### config.mk
export PLATFORM = sky130hd
export DESIGN_NAME = dma_req_arbiter
export DESIGN_NICKNAME = d
export VERILOG_FILES = /design/src/rtl/dma_arb_pkg.sv /design/src/rtl/dma_prio_pick.sv /design/src/rtl/dma_mode_regs.sv /design/src/rtl/dma_cycle_timer.sv /design/src/rtl/dma_req_arbiter.sv
export SDC_FILE = /design/constraint.sdc
export NUM_CORES = 1
export LEC_CHECK = 0
export ABC_CLOCK_PERIOD_IN_PS = 2600
export CORE_ASPECT_RATIO = 1.4
export CORE_UTILIZATION = 45
export CTS_CLUSTER_DIAMETER = 150
export DETAILED_ROUTE_END_ITERATION = 16
export DONT_BUFFER_PORTS = 1
export REMOVE_ABC_BUFFERS = 1
export SLEW_MARGIN = 0
export SYNTH_ARGS = -nofsm -noshare
export SYNTH_HDL_FRONTEND = slang
export SYNTH_SLANG_ARGS = --single-unit
### constraint.sdc
create_clock -name clk -period 2.6 [get_ports clk]
set_input_delay 0.65 -clock clk [delete_from_list [all_inputs] [get_ports clk]]
set_output_delay 0.65 -clock clk [all_outputs]
set_load 0.05 [all_outputs]
### src/rtl/dma_arb_pkg.sv
package dma_arb_pkg;

    localparam int DEF_NUM_CH        = 8;
    localparam int DEF_RSVD_CH       = 4;
    localparam int DEF_WIDE_FIRST    = 5;
    localparam int DEF_CYC_CLKS      = 4;
    localparam int DEF_SAMPLE_BEFORE = 1;

    typedef enum logic [1:0] {
        ST_IDLE    = 2'd0,
        ST_BUSREQ  = 2'd1,
        ST_XFER    = 2'd2,
        ST_REFRESH = 2'd3
    } arb_state_e;

    // Channels at or above the first wide channel carry 16-bit data.
    function automatic logic ch_is_wide(input int unsigned ch, input int unsigned first);
        return ch >= first;
    endfunction

endpackage

### src/rtl/dma_prio_pick.sv
module dma_prio_pick #(
    parameter int NUM_CH  = 8,
    parameter int RSVD_CH = 4,
    localparam int CH_W   = $clog2(NUM_CH)
) (
    input  logic [NUM_CH-1:0] req,
    output logic              any_valid,
    output logic [CH_W-1:0]   pick_ch
);
    logic [NUM_CH-1:0] eligible;

    genvar g;
    generate
        for (g = 0; g < NUM_CH; g++) begin : g_mask
            if (g == RSVD_CH) begin : g_rsvd
                assign eligible[g] = 1'b0;
            end else begin : g_open
                assign eligible[g] = req[g];
            end
        end
    endgenerate

    assign any_valid = |eligible;

    // Lowest index wins: scan downward so the last hit is the smallest.
    always_comb begin
        pick_ch = '0;
        for (int i = NUM_CH - 1; i >= 0; i--) begin
            if (eligible[i]) pick_ch = CH_W'(i);
        end
    end
endmodule

### src/rtl/dma_mode_regs.sv
module dma_mode_regs #(
    parameter int NUM_CH = 8,
    localparam int CH_W  = $clog2(NUM_CH)
) (
    input  logic              clk,
    input  logic              rst,
    input  logic              wr_en,
    input  logic [CH_W-1:0]   wr_ch,
    input  logic              wr_val,
    input  logic              busy,
    input  logic [CH_W-1:0]   busy_ch,
    output logic [NUM_CH-1:0] mode_q
);
    genvar g;
    generate
        for (g = 0; g < NUM_CH; g++) begin : g_bit
            logic hit, locked;
            assign hit    = wr_en && (wr_ch == CH_W'(g));
            assign locked = busy && (busy_ch == CH_W'(g));
            always_ff @(posedge clk) begin
                if (rst)                 mode_q[g] <= 1'b0;
                else if (hit && !locked) mode_q[g] <= wr_val;
            end
        end
    endgenerate
endmodule

### src/rtl/dma_cycle_timer.sv
module dma_cycle_timer #(
    parameter int CYC_CLKS      = 4,
    parameter int SAMPLE_BEFORE = 1,
    localparam int CNT_W        = $clog2(CYC_CLKS + 1)
) (
    input  logic clk,
    input  logic rst,
    input  logic run,
    output logic at_sample,
    output logic at_last
);
    logic [CNT_W-1:0] cnt_q;

    assign at_last   = run && (cnt_q == CNT_W'(CYC_CLKS - 1));
    assign at_sample = run && (cnt_q == CNT_W'(CYC_CLKS - 1 - SAMPLE_BEFORE));

    always_ff @(posedge clk) begin
        if (rst || !run || at_last) cnt_q <= '0;
        else                        cnt_q <= cnt_q + 1'b1;
    end
endmodule

### src/rtl/dma_req_arbiter.sv
module dma_req_arbiter
    import dma_arb_pkg::*;
#(
    parameter int NUM_CH        = DEF_NUM_CH,
    parameter int RSVD_CH       = DEF_RSVD_CH,
    parameter int WIDE_FIRST    = DEF_WIDE_FIRST,
    parameter int CYC_CLKS      = DEF_CYC_CLKS,
    parameter int SAMPLE_BEFORE = DEF_SAMPLE_BEFORE,
    localparam int CH_W         = $clog2(NUM_CH)
) (
    input  logic              clk,
    input  logic              rst,
    input  logic [NUM_CH-1:0] dma_req,
    input  logic              mode_wr_en,
    input  logic [CH_W-1:0]   mode_wr_ch,
    input  logic              mode_wr_val,
    input  logic              bus_hold_grant,
    input  logic              refresh_req,
    input  logic              refresh_done,
    output logic [NUM_CH-1:0] dma_ack,
    output logic              bus_hold_req,
    output logic              xfer_strobe,
    output logic              xfer_wide,
    output logic              refresh_ack
);
    arb_state_e        state_q;
    logic [CH_W-1:0]   cur_ch_q;
    logic              chain_q;
    logic              refresh_pend_q;
    logic              any_valid, at_sample, at_last, in_xfer, refresh_seen, cont;
    logic [CH_W-1:0]   pick_ch;
    logic [NUM_CH-1:0] mode_q;

    assign in_xfer      = (state_q == ST_XFER);
    assign refresh_seen = refresh_pend_q | refresh_req;

    dma_prio_pick #(.NUM_CH(NUM_CH), .RSVD_CH(RSVD_CH)) u_pick (
        .req(dma_req), .any_valid(any_valid), .pick_ch(pick_ch)
    );

    dma_mode_regs #(.NUM_CH(NUM_CH)) u_mode (
        .clk(clk), .rst(rst), .wr_en(mode_wr_en), .wr_ch(mode_wr_ch),
        .wr_val(mode_wr_val), .busy(in_xfer), .busy_ch(cur_ch_q), .mode_q(mode_q)
    );

    dma_cycle_timer #(.CYC_CLKS(CYC_CLKS), .SAMPLE_BEFORE(SAMPLE_BEFORE)) u_timer (
        .clk(clk), .rst(rst), .run(in_xfer), .at_sample(at_sample), .at_last(at_last)
    );

    // Chaining decision: sampled early, or live when the sample point is the last clock.
    generate
        if (SAMPLE_BEFORE == 0) begin : g_live
            assign cont = mode_q[cur_ch_q] & dma_req[cur_ch_q];
        end else begin : g_early
            assign cont = chain_q;
        end
    endgenerate

    always_ff @(posedge clk) begin
        if (rst) begin
            state_q        <= ST_IDLE;
            cur_ch_q       <= '0;
            chain_q        <= 1'b0;
            refresh_pend_q <= 1'b0;
        end else begin
            refresh_pend_q <= refresh_req |
                              (refresh_pend_q & !(state_q == ST_REFRESH && refresh_done));
            if (at_sample) chain_q <= mode_q[cur_ch_q] & dma_req[cur_ch_q];
            unique case (state_q)
                ST_IDLE: begin
                    if (refresh_seen)   state_q <= ST_REFRESH;
                    else if (any_valid) state_q <= ST_BUSREQ;
                end
                ST_BUSREQ: begin
                    if (refresh_seen) begin
                        state_q <= ST_IDLE;
                    end else if (bus_hold_grant) begin
                        if (any_valid) begin
                            state_q  <= ST_XFER;
                            cur_ch_q <= pick_ch;
                        end else begin
                            state_q <= ST_IDLE;
                        end
                    end
                end
                ST_XFER: begin
                    if (at_last && !cont) state_q <= ST_IDLE;
                end
                ST_REFRESH: begin
                    if (refresh_done) state_q <= ST_IDLE;
                end
                default: state_q <= ST_IDLE;
            endcase
        end
    end

    always_comb begin
        dma_ack = '0;
        if (in_xfer) dma_ack[cur_ch_q] = 1'b1;
    end

    assign bus_hold_req = (state_q == ST_BUSREQ) || in_xfer;
    assign xfer_strobe  = at_last;
    assign xfer_wide    = in_xfer && ch_is_wide(32'(cur_ch_q), WIDE_FIRST);
    assign refresh_ack  = (state_q == ST_REFRESH);

    // ---------------- assertions ----------------
    p_ack_onehot_r3: assert property (@(posedge clk) disable iff (rst)
        $onehot0(dma_ack));

    p_rsvd_silent_r4: assert property (@(posedge clk) disable iff (rst)
        !dma_ack[RSVD_CH]);

    p_ack_under_hold_r2: assert property (@(posedge clk) disable iff (rst)
        (|dma_ack) |-> bus_hold_req);

    p_no_preempt_r8: assert property (@(posedge clk) disable iff (rst)
        ((|dma_ack) && !xfer_strobe) |=> $stable(dma_ack));

    p_single_release_r6: assert property (@(posedge clk) disable iff (rst)
        (xfer_strobe && !mode_q[cur_ch_q]) |=> !bus_hold_req);

    p_refresh_exclusive_r10: assert property (@(posedge clk) disable iff (rst)
        !(refresh_ack && (|dma_ack)));

    p_refresh_holds_r10: assert property (@(posedge clk) disable iff (rst)
        (refresh_ack && !refresh_done) |=> refresh_ack);

    p_strobe_in_cycle_r5: assert property (@(posedge clk) disable iff (rst)
        xfer_strobe |-> (|dma_ack));
endmodule

==> impl_metrics.toml <==
[sta]
rsz0062_at_grt = "false"
slew_violations = 0
period_share_pct = 91.80
setup_violations = 0
max-slew-margin-rel_pct = 61.58
hold_violations = 0
finalCriticalPeriod_ns = 2.387
timing.hold.ws_ns = 0.4170
tns_ns = 0
worst_pin_slew_ns = 0.5763
fmax_ghz = 0.4190
clock_skew_ns = 0.001939

[finish]
final_common_cell = "nor2_1"
final_util_pct = 50.84
nFillCells = 251
nets = 166
antenna_cells = 0
area_growth_pct = 5.863
regArea_sq_um = 360.3
layout_common_cells = "23 x nor2_1, 18 x dfxtp_1, 9 x inv_1, 8 x mux2i_1, 8 x ha_1"
multiInputGateArea_sq_um = 749.5
drive_above_1_share_pct = 10.14

[power]
p_clk_share_pct = 18.3
power_per_cell_area_nw_per_um2 = 605.1
swShare_pct = 40.33
p_int_uw = 448.6
seqPwrFrac_pct = 43.2
p_sw_uw = 303.2
peakVddDrop_mv = 0.4116
p_total_uw = 751.8
power_frac_comb_pct = 38.5
p_leak_nw = 0.4929

[place]
io_buffers = 0
gp_congestion = 0.7685
dpl.hpwl_mm = 2.016

[synth]
netlist_area_sq_um = 1174
synth-seq-cells = 18
syn_inst = 137
synth_cell_type_count = 41
avgSynthCellArea_sq_um = 8.567
ys_warn_count = 0
synthArstFlopShare_pct = 0
yosys_most_used_dff = "dfxtp_1"
yosysSeqAreaShare_pct = 30.70
synth_edf_count = 0

[cts]
clockBufferDepth = 2
cts_buffers = 3
htree_levels = 1
cts_tree = "done"
cts_resized = 0
cts_setup_buffers = 0
hold_buffers = 0
path_clk_slew_ns = 0.10
clock-sinks = 18
insertion_delay_ns = 0.29
root_buffer = "clkbuf_4"

[hold_path]
hold_class = "in2reg"
hold_depth = 1

[global_routing]
grt_max_degree = 17
antenna_found_initial = 0
grt.total_usage_pct = 20.08
gr-total-overflow = 0
grt_pass1_wl_mm = 4.209
grt_pass1_vias = 912

[detailed_routing]
drtAntennaViolNets = 0
avgViaCountPerCell = 5.785
drt-initial-drc-count = 32
wl_per_cell_microns = 15.10
wirelength_mm = 2.597
vias = 995
drc = 0
first_pass_iters = 4

[run]
maxCapViolCount = 0

[floorplan]
dieArea_sq_um = 2819
pin_count = 30
fp.dieW_microns = 45.16
fp.dieH_microns = 62.43
fp-row-count = 21
start_util_pct = 48.03
core-area_sq_um = 2444

[worst_setup_path]
endpoint_kind = "output pin"
path_class = "reg2out"
cp_max_fo = 11
crit_required_ns = 1.95
worstPathArrival_ns = 1.74
cp-start-kind = "flip-flop"
r2r_cells = 6

[outcome]
status = "complete, no violations"
cell usage after synthesis, types with 2 or more instances:
master	count	area, sq um
nor2_1	23	86.33
dfxtp_1	18	360.4
inv_1	9	33.78
ha_1	8	100.1
mux2i_1	8	80.08
a21oi_1	7	35.03
nand2_1	7	26.28
nand2b_1	6	37.54
nor3_1	4	20.02
buf_2	3	15.01
clkbuf_1	3	11.26
nand3_1	3	15.01
o211ai_1	3	22.52
a311oi_1	2	17.52
and3_1	2	12.51
and4b_1	2	20.02
nand3b_1	2	15.01
nor2b_1	2	12.51
nor4_2	2	25.02
o2111ai_1	2	17.52
sequential cells by signal (all words and copies together) (netlist names):
register and cells:
chain_q 1, refresh_pend_q 1, u_mode.mode_q 8, cur_ch_q 3, u_timer.cnt_q 3, state_q 2
area by class of cell:
cell class | count | area share, %
multi-input combinational | 103 | 60.32
tap | 34 | 3.424
sequential | 18 | 29.00
inverter | 10 | 3.021
timing repair buffer | 4 | 2.417
clock buffer | 3 | 1.813
critical path, stage by stage (launching register included):
cell and delay, ns:
dfxtp_1 0.34, inv_1 0.12, ha_1 0.37, and4b_1 0.61
routing by layer:
metal | up-vias | GRT usage, % | wire length (microns)
li1 | 499 | - | -
met1 | 472 | 22.50 | 1037
met2 | 22 | 35.87 | 1416
met3 | 2 | 2.890 | 120
met4 | 0 | 7.955 | 23
met5 | - | 0 | 0
kinds of logic after synthesis:
family / after synthesis / share of synthesized area, %
adders and majority gates: 8 / 8.529
DFF: 18 / 30.70
buffers and inverters: 16 / 5.436
and+or+nand+nor: 62 / 31.34
muxes: 8 / 6.823
AOI/OAI and AO/OA: 25 / 17.16
per-stage QoR:
stage          instance area, sq um  cells  worst slack, ns
6_report                       1242    172           0.2133
5_1_grt                        1242    172          0.08481
4_1_cts                        1242    172           0.1894
3_5_place_dp                   1220    169           0.5265
3_3_place_gp                   1220    169           0.5621
2_1_floorplan                  1147    131          0.04521
worst paths after layout:
kind | start | end | slack (ns)
max reg2reg | state_q[0] | u_mode.mode_q[5] | 0.64
max | state_q[0] | dma_ack[6] | 0.21
min reg2reg | u_timer.cnt_q[0] | u_timer.cnt_q[0] | 0.46
min | rst | u_mode.mode_q[1] | 0.42
power groups by stage:
stage	Combinational, mW	Sequential [mW]	Clock [mW]
after floorplan	0.241	0.324	0
final	0.289	0.325	0.138
after global placement	0.280	0.329	0
after CTS	0.292	0.325	0.143
after detailed placement	0.291	0.331	0
after global routing	0.313	0.329	0.156
Note: power is estimated with default switching activity, not from simulation.
